File: config.mk
export PLATFORM = sky130hd
export DESIGN_NAME = frac_sclk_gen
export DESIGN_NICKNAME = d
export VERILOG_FILES = /design/src/rtl/sclk_gen_pkg.sv /design/src/rtl/sclk_phase_accum.sv /design/src/rtl/sclk_half_divider.sv /design/src/rtl/frac_sclk_gen.sv
export SDC_FILE = /design/constraint.sdc
export NUM_CORES = 1
export LEC_CHECK = 0
export BUFFER_PORTS_ARGS = -buffer_cell sky130_fd_sc_hd__buf_4
export CAP_MARGIN = 30
export CELL_PAD_IN_SITES_DETAIL_PLACEMENT = 1
export CELL_PAD_IN_SITES_GLOBAL_PLACEMENT = 1
export CORE_MARGIN = 10
export CORE_UTILIZATION = 35
export DETAILED_ROUTE_END_ITERATION = 6
export PLACE_DENSITY = 0.76
export SYNTH_ARGS = -nofsm -noshare
export SYNTH_HDL_FRONTEND = slang
export SYNTH_SLANG_ARGS = --single-unit
File: constraint.sdc
create_clock -name clk -period 4.7 [get_ports clk]
set_clock_uncertainty 0.1 [all_clocks]
set_input_delay 0.235 -clock clk [delete_from_list [all_inputs] [get_ports clk]]
set_output_delay 0.235 -clock clk [all_outputs]
set_load 0.01 [all_outputs]
File: src/rtl/sclk_gen_pkg.sv
// Shared defaults for the fractional serial clock generator.
// Assumes nothing beyond plain integer constants.
package sclk_gen_pkg;
    localparam int unsigned DEF_ACC_W = 24;  // phase accumulator width
    localparam int unsigned DEF_DIV_W = 8;   // divider field width
endpackage

File: src/rtl/sclk_phase_accum.sv
// Phase accumulator: adds the active rate word every cycle while running
// and registers the wrap carry as a one-cycle intermediate clock pulse.
// Assumes rate is held stable by the caller except at period boundaries.
module sclk_phase_accum #(
    parameter int unsigned ACC_W = sclk_gen_pkg::DEF_ACC_W
) (
    input  logic             clk,
    input  logic             rst_n,
    input  logic             run,
    input  logic [ACC_W-1:0] rate,
    output logic             tick
);
    logic [ACC_W-1:0] acc_q;
    logic [ACC_W:0]   sum;

    // Next phase with carry out in the top bit.
    always_comb sum = {1'b0, acc_q} + {1'b0, rate};

    // Advance phase while running, clear it when stopped.
    always_ff @(posedge clk) begin
        if (!rst_n) begin
            acc_q <= '0;
            tick  <= 1'b0;
        end else if (!run) begin
            acc_q <= '0;
            tick  <= 1'b0;
        end else begin
            acc_q <= sum[ACC_W-1:0];
            tick  <= sum[ACC_W];
        end
    end

    // a pulse always follows a wrap, which lowers the phase.
    a_r2_tick_means_wrap: assert property (@(posedge clk) disable iff (!rst_n)
        tick |-> (acc_q < $past(acc_q)));
    // without a pulse, a running phase never decreases.
    a_r2_no_tick_grows: assert property (@(posedge clk) disable iff (!rst_n)
        ($past(run) && !tick) |-> (acc_q >= $past(acc_q)));
endmodule

File: src/rtl/sclk_half_divider.sv
// Divider: counts intermediate pulses and toggles the serial clock every
// half_len + 1 pulses; flags the pulse that ends a full period.
// Assumes half_len only changes when period_end is set or run is low.
module sclk_half_divider #(
    parameter int unsigned DIV_W = sclk_gen_pkg::DEF_DIV_W
) (
    input  logic             clk,
    input  logic             rst_n,
    input  logic             run,
    input  logic             tick,
    input  logic [DIV_W-1:0] half_len,
    output logic             sclk,
    output logic             period_end
);
    logic [DIV_W-1:0] cnt_q;
    logic             wrap;

    // Half period completes on the pulse that finds the count at its limit.
    always_comb begin
        wrap       = tick && (cnt_q == half_len);
        period_end = run && wrap && sclk;
    end

    // Count pulses, toggle the clock on wrap, idle low when stopped.
    always_ff @(posedge clk) begin
        if (!rst_n) begin
            cnt_q <= '0;
            sclk  <= 1'b0;
        end else if (!run) begin
            cnt_q <= '0;
            sclk  <= 1'b0;
        end else if (wrap) begin
            cnt_q <= '0;
            sclk  <= ~sclk;
        end else if (tick) begin
            cnt_q <= cnt_q + 1'b1;
        end
    end

    // the count never passes the active half-period limit.
    a_r3_cnt_in_range: assert property (@(posedge clk) disable iff (!rst_n)
        cnt_q <= half_len);
    // the clock moves only after a pulse or when stopping.
    a_r8_sclk_on_tick: assert property (@(posedge clk) disable iff (!rst_n)
        !$stable(sclk) |-> ($past(tick) || !$past(run)));
endmodule

File: src/rtl/frac_sclk_gen.sv
// Top: two-stage serial clock generator. Holds working copies of the rate
// word and divider field that reload only at a period end or while stopped.
// Assumes inputs are synchronous to clk.
module frac_sclk_gen #(
    parameter int unsigned ACC_W = sclk_gen_pkg::DEF_ACC_W,
    parameter int unsigned DIV_W = sclk_gen_pkg::DEF_DIV_W
) (
    input  logic             clk,
    input  logic             rst_n,
    input  logic             enable,
    input  logic [ACC_W-1:0] rate_word,
    input  logic [DIV_W-1:0] scr_field,
    output logic             ssp_tick,
    output logic             sclk
);
    logic [ACC_W-1:0] rate_act_q;
    logic [DIV_W-1:0] scr_act_q;
    logic             run;
    logic             period_end;

    // Generator runs only when enabled with a nonzero working rate.
    always_comb run = enable && (rate_act_q != '0);

    // Working configuration reloads at a period boundary or while stopped.
    always_ff @(posedge clk) begin
        if (!rst_n) begin
            rate_act_q <= '0;
            scr_act_q  <= '0;
        end else if (!run || period_end) begin
            rate_act_q <= rate_word;
            scr_act_q  <= scr_field;
        end
    end

    sclk_phase_accum #(.ACC_W(ACC_W)) u_accum (
        .clk  (clk),
        .rst_n(rst_n),
        .run  (run),
        .rate (rate_act_q),
        .tick (ssp_tick)
    );

    sclk_half_divider #(.DIV_W(DIV_W)) u_div (
        .clk       (clk),
        .rst_n     (rst_n),
        .run       (run),
        .tick      (ssp_tick),
        .half_len  (scr_act_q),
        .sclk      (sclk),
        .period_end(period_end)
    );

    // working configuration changes only at a boundary or when stopped.
    a_r5_cfg_at_boundary: assert property (@(posedge clk) disable iff (!rst_n)
        (!$stable(scr_act_q) || !$stable(rate_act_q)) |->
        (!$past(run) || $past(period_end)));
    // disabling idles both outputs on the next cycle.
    a_r7_disable_idles: assert property (@(posedge clk) disable iff (!rst_n)
        !enable |=> (!sclk && !ssp_tick));
    // a zero working rate idles both outputs on the next cycle.
    a_r6_zero_rate_idles: assert property (@(posedge clk) disable iff (!rst_n)
        (rate_act_q == '0) |=> (!sclk && !ssp_tick));
endmodule

==> impl_results.md, run 1 <==
- Number of global-route vias before repair: 2953
- Switching component of the power: around 350 µW
- Power density normalized to cell area: between 200 and 300 nW/µm²
- Transition time at the pin with the least slew margin: 0.920 ns
- Buffer count from post-CTS setup fixing: 0
- CP arrival: 2.80 ns
- Setup crit end kind: flip-flop
- DIE AREA: 14500 µm²
- Post-place instance area: ~3900 µm²
- Remaining routing DRC violations: 0
- Worst slack after detailed placement: approximately 2.0 ns
- Cell type with the largest total area after synthesis: dfxtp_1
- Number of buffers inserted for hold repair after clock tree synthesis: 0
- R2R depth: 9
- Fill cells: 1193
- Setup repair after global routing missed its margin: false
- Total count of max-transition violations in the final report: 0
- Final critical path time including I/O delays and setup: ~2.7 ns
- Post-Layout Inst Area: 4080 µm²
- Class of the worst hold path: input port to flip-flop
- Overall global routing resource usage: 0.124
- Leakage power: roughly 0.0018 µW
- Final WS setup: approximately 2 ns
- Synth Instances: between 300 and 400
- Critical Path RT: between 4 and 5 ns
- H-tree depth: 3
- Post-DR wirelength/cell: between 15 and 20 µm
- Layout Area Growth over Synthesis: 15.4%
- Vias per Instance: ~5
- Die Width: 121 µm
- Root buffer cell: clkbuf_8
- Drt initial violations: between 80 and 90
- Count of different cell masters after synthesis: between 40 and 50
- Internal: between 800 and 900 µW
- Buffers from clock root to sink, at most: 2
- Post-synthesis instance area: about 3500 µm²
- IO Count: 37
- Number of antenna violations at the first check in global routing: 0
- Type of the worst setup path: flip-flop to flip-flop
- Reg-to-Reg Start: rate_act_q[0]
- Post-synth top cells: dfxtp_1, nor2_1, nor2b_1
- Slew margin rel.: 0.385
- Vertical die dimension: approximately 120 µm
- Final Wtd Congestion: around 0.81
- Largest fanout of any net on the critical path: 3
- Cts repair resizes: 0
- Grt ovf: 0
- Worst r2r dst: u_accum.tick
- Initial Util: 0.360
- Final wirelength: between 8 and 9 mm
- Top area cells in the synthesized netlist: dfxtp_1, mux2i_1, ha_1
- # clock sinks: 66
- Number of maximum-capacitance violations: 0
- TritonCTS clock tree: done
- Antenna Nets Post-Route: 0
- Number of buffers added on ports: 36
- Number of enable-type register cells in the synthesized netlist: 0
- Antenna cell count: 0
- Kind of cell with the highest combined delay on the critical path: compound AO/OA/AOI/OAI gates
- Number of register bits inferred by synthesis: 66
- Cells along the critical path: ha_1, fa_1, a21o_1, a221oi_2, o21ai_1, a211oi_1, nor2_1, a21oi_1, nor3_1
- Startpoint class of the critical path: flip-flop
- Layout cell share with drive strength beyond 1: 0.147
- Maximum vdd drop: around 0.15 mV
- Worst Hold Launch: scr_field[3]
- Relative contribution of combinational cells to total power: 0.140
- Upper clock frequency limit: about 370 MHz
- Most used standard cell by instance count after synthesis: dfxtp_1
- Hold-critical path depth: 3
- Average cell area after synthesis: ~9.4 µm²
- Net Count, Synth: 437
- Outcome: finished clean
- Buffer and inverter count on the worst path: 0
- Area inside the core boundary: about 9800 µm²
- Clock latency on the worst-skew pair: around 0.36 ns
- Sequential share of power: 0.497
- Total of endpoints with negative setup slack in the final report: 0
- Number of clock buffers inserted by TritonCTS: 9
- First-pass GRT wire length: 14.6 mm
- Hold path endpoint: scr_act_q[3]
- Sequential area share after synthesis: 0.374
- Async SR Flop Fraction: 0
- Clock transition at the register clock pins on the worst setup and hold paths after CTS: about 0.080 ns
- Most used flip-flop cell after synthesis: dfxtp_1
- Share of the cycle needed by the critical path after routing: 0.574
- Power share of the clock group: 0.363
- Maximum number of pins on one net before global-route repair: 36
- Half-perimeter wire length after placement: ~6.6 mm
- Area share of the largest cell type after synthesis: 0.374
- Yosys synthesis warning count: 0
- Cell row count: 36
- Slowest Stage Delay on Critical Path: 0.42 ns
- Net count, final: 471
- Critical path's slowest cell: fa_1
- Total number of vias: roughly 2800
- Final hold vios: 0
- First-pass detailed-route iteration total: 4
- Flop-to-flop setup slack: about 2 ns
- Switching share of total power: 0.292
- Total negative setup slack: 0 ns
-- final cells by class --
cell class	count	area (µm²)	share of cell area
tap	133	166	0.0408
inverter	3	11.3	0.00276
sequential	66	1320	0.324
multi-input combinational	293	2130	0.521
clock buffer	9	124	0.0303
timing repair buffer	37	278	0.0680
clock inverter	7	55.1	0.0135
-- stage by stage --
stage                     std cells  hold WS, ns  utilization  power [µW]
after floorplan                 376        0.263            -         733
after global placement          532        0.387        0.398         781
after detailed placement        532        0.397        0.398         788
after CTS                       548       0.0146        0.416        1230
after global routing            548       0.0104        0.416        1280
final                           548       0.0284        0.416        1210
-- power groups by stage --
stage | Clock, µW | Sequential [µW] | Combinational [µW]
after global routing | 482 | 607 | 189
after floorplan | 0 | 610 | 123
after detailed placement | 0 | 617 | 170
after global placement | 0 | 616 | 165
after CTS | 454 | 604 | 172
final | 441 | 604 | 169
-- placed cells by master (no fill, tap or decap), drive strengths merged, types with 8 or more instances in the layout --
cell / Yosys / routed
nor2b: 34 / 34
a21oi: 20 / 20
xnor2: 15 / 15
and3: 11 / 11
a21o: 8 / 8
o21ai: 10 / 10
nor2: 40 / 40
buf: 6 / 37
ha: 25 / 25
nor4: 8 / 8
mux2i: 33 / 33
dfxtp: 66 / 66
nand2: 20 / 20
clkbuf: 8 / 9
xor2: 21 / 21
-- worst min-delay path: stages --
cell and delay, ns:
buf_4 0.08, mux2i_1 0.05, nor2b_1 0.09
-- layer usage --
| layer | track usage | vias up | part of all wire |
|---|---|---|---|
| met3 | 0.0312 | 11 | 0.027 |
| li1 | - | 1398 | - |
| met1 | 0.144 | 1352 | 0.46 |
| met4 | 0.0430 | 0 | 0.014 |
| met5 | 0 | - | 0 |
| met2 | 0.215 | 31 | 0.50 |
-- worst max-delay path by stage --
stage               slack [ns]  cells past startpoint      startpoint                end
floorplan                 2.36                      9   rate_act_q[0]  u_accum.acc_q[20]
global placement          2.08                      7  rate_act_q[17]     u_div.cnt_q[3]
detailed placement        1.99                      7  rate_act_q[12]     u_div.cnt_q[6]
CTS                       1.97                      7  rate_act_q[12]     u_div.cnt_q[6]
global route              1.81                      9   rate_act_q[0]       u_accum.tick
finish                    2.00                      9   rate_act_q[0]       u_accum.tick
-- state kept, by name (all words and copies together) (netlist names) --
signal and flops:
u_accum.tick 1, u_accum.acc_q 24, u_div.cnt_q 8, u_div.sclk 1
rate_act_q 24, scr_act_q 8
-- kinds of logic after synthesis --
family	count (synthesis)	synth area share
fa+ha+maj	26	0.0941
buf+inv	17	0.0272
flops	66	0.374
compound gates	67	0.132
xor+xnor	36	0.0891
simple gates	131	0.191
mux	33	0.0934
Note: power is estimated with default switching activity, not from simulation.
==> inputs of run 2 (changes only) <==
- PLACE_DENSITY: 0.76 -> 0.78
- clock period: 4.7 -> 2.47 ns (I/O delays scaled with it)
==> impl_results.md, run 2 (same netlist as run 1, synthesis figures left out) <==
- Outcome: finished clean (unchanged)
- Number of buffers added on ports: 36 (unchanged)
- Upper clock frequency limit: 415 MHz (was 370 MHz)
- Buffers from clock root to sink, at most: 2 (unchanged)
- Post-place instance area: 4050 µm² (was 3900 µm²)
- Vias per Instance: 5.11 (was 5.09)
- First-pass GRT wire length: 17.0 mm (was 14.6 mm)
- Worst Hold Launch: rst_n (was scr_field[3])
- Transition time at the pin with the least slew margin: 0.485 ns (was 0.920 ns)
- Total of endpoints with negative setup slack in the final report: 0 (unchanged)
- Clock latency on the worst-skew pair: 0.38 ns (was 0.36 ns)
- Post-Layout Inst Area: 4650 µm² (was 4080 µm²)
- Critical Path RT: 2.63 ns (was 4.80 ns)
- Startpoint class of the critical path: flip-flop (unchanged)
- Area inside the core boundary: 9820 µm² (unchanged)
- Root buffer cell: clkbuf_8 (unchanged)
- TritonCTS clock tree: done (unchanged)
- Final WS setup: 0.0584 ns (was 2.00 ns)
- Leading cell types in the layout, fill and taps excluded: dfxtp_1, buf_4, nor2_1 (was dfxtp_1, nor2_1, buf_4)
- Final wirelength: 10.2 mm (was 8.69 mm)
- Power density normalized to cell area: 529 nW/µm² (was 297 nW/µm²)
- Class of the worst hold path: input port to flip-flop (unchanged)
- Number of global-route vias before repair: 3501 (was 2953)
- H-tree depth: 3 (unchanged)
- Maximum number of pins on one net before global-route repair: 36 (unchanged)
- R2R depth: 9 (unchanged)
- Hold-critical path depth: 2 (was 3)
- Cell row count: 36 (unchanged)
- Overall global routing resource usage: 0.144 (was 0.124)
- Leading cell type in the layout, fill and taps excluded: dfxtp_1 (unchanged)
- Antenna cell count: 0 (unchanged)
- Final Wtd Congestion: 0.856 (was 0.806)
- Die Width: 121 µm (unchanged)
- Number of maximum-capacitance violations: 0 (unchanged)
- Total count of max-transition violations in the final report: 0 (unchanged)
- Hold path endpoint: scr_act_q[4] (was scr_act_q[3])
- Reg-to-Reg Start: rate_act_q[0] (unchanged)
- Share of the cycle needed by the critical path after routing: 0.976 (was 0.574)
- Total number of vias: 3078 (was 2792)
- Vertical die dimension: 121 µm (unchanged)
- IO Count: 37 (unchanged)
- Initial Util: 0.360 (unchanged)
- Type of the worst setup path: flip-flop to flip-flop (unchanged)
- Maximum vdd drop: 0.253 mV (was 0.147 mV)
- Slew margin rel.: 0.674 (was 0.385)
- First-pass detailed-route iteration total: 5 (was 4)
- Flop-to-flop setup slack: 0.06 ns (was 2.00 ns)
- Drt initial violations: 113 (was 83)
- Worst slack after detailed placement: -0.00551 ns (was 1.99 ns)
- Number of antenna violations at the first check in global routing: 0 (unchanged)
- Layout cell share with drive strength beyond 1: 0.205 (was 0.147)
- Top Registers: rate_act_q x24, u_accum.acc_q x24 (unchanged)
- Post-DR wirelength/cell: 17.0 µm (was 15.9 µm)
- Largest fanout of any net on the critical path: 3 (unchanged)
- Layout Area Growth over Synthesis: 31.6% (was 15.4%)
- Final critical path time including I/O delays and setup: 2.41 ns (was 2.70 ns)
- Setup crit end kind: flip-flop (unchanged)
- Remaining routing DRC violations: 0 (unchanged)
- Antenna Nets Post-Route: 0 (unchanged)
- Half-perimeter wire length after placement: 6.89 mm (was 6.56 mm)
- # clock sinks: 66 (unchanged)
- Clock transition at the register clock pins on the worst setup and hold paths after CTS: 0.10 ns (was 0.08 ns)
- Number of clock buffers inserted by TritonCTS: 9 (unchanged)
- Final hold vios: 0 (unchanged)
- Grt ovf: 0 (unchanged)
- Leakage power: 0.00206 µW (was 0.00181 µW)
- CP arrival: 2.57 ns (was 2.80 ns)
- Worst r2r dst: u_accum.acc_q[22] (was u_accum.tick)
- Net count, final: 525 (was 471)
- DIE AREA: 14500 µm² (unchanged)
## run 2: per-layer routing
metal,vias up,routed length [µm],global-route usage
li1,1508,-,-
met1,1512,4450,0.164
met2,46,5290,0.259
met3,12,303,0.0335
met4,0,177,0.0490
met5,-,0,0
## run 2: metrics by stage
| stage | total power [µW] | utilization | cells | setup TNS [ns] | hold slack [ns] |
|---|---|---|---|---|---|
| floorplan | 1400 | - | 376 | 0 | 0.152 |
| global placement | 1510 | 0.413 | 550 | 0 | 0.276 |
| detailed placement | 1530 | 0.413 | 550 | -0.00551 | 0.287 |
| CTS | 2450 | 0.465 | 598 | 0 | 0.0774 |
| global route | 2580 | 0.474 | 602 | -0.103 | 0.0791 |
| finish | 2460 | 0.474 | 602 | 0 | 0.0677 |
## run 2: worst max-delay path by stage
stage	start	to	slack (ns)	cells after the start
finish	rate_act_q[0]	u_accum.acc_q[22]	0.06	9
global route	rate_act_q[0]	u_accum.acc_q[20]	-0.06	9
CTS	rate_act_q[0]	u_accum.acc_q[22]	0.002	9
detailed placement	rate_act_q[0]	u_accum.acc_q[18]	-0.006	9
global placement	rate_act_q[0]	u_accum.acc_q[20]	0.06	9
floorplan	rate_act_q[0]	u_accum.acc_q[20]	0.13	9
## run 2: cell type report
class / count / area, µm²
Tap cell: 133 / 166
Clock inverter: 7 / 58.8
Fill cell: 1144 / 5160
Clock buffer: 9 / 124
Sequential cell: 66 / 1330
Timing Repair Buffer: 91 / 776
Multi-Input combinational cell: 293 / 2190
Inverter: 3 / 11.3
## run 2: repair_timing
action                                  4_1_cts  5_1_grt
setup buffers                                 0        4
resized for setup                             2       14
pin swaps                                     4       14
endpoints found under the hold margin        32        0
hold buffers                                 32        0
endpoints found under the setup margin        4       13
## run 2: worst max-delay path: stages (launching register included)
cell and delay (ns):
dfxtp_2 0.34, ha_2 0.20, fa_2 0.36, a21o_1 0.19, a221oi_2 0.32, and3_4 0.27
o31ai_4 0.10, a31oi_1 0.19, xor2_1 0.18, nor2_1 0.06
## run 2: report_power, final
| group | switching [µW] | internal (µW) |
|---|---|---|
| registers | 37.1 | 1110 |
| logic | 200 | 217 |
| clock network | 512 | 382 |
| total | 750 | 1710 |
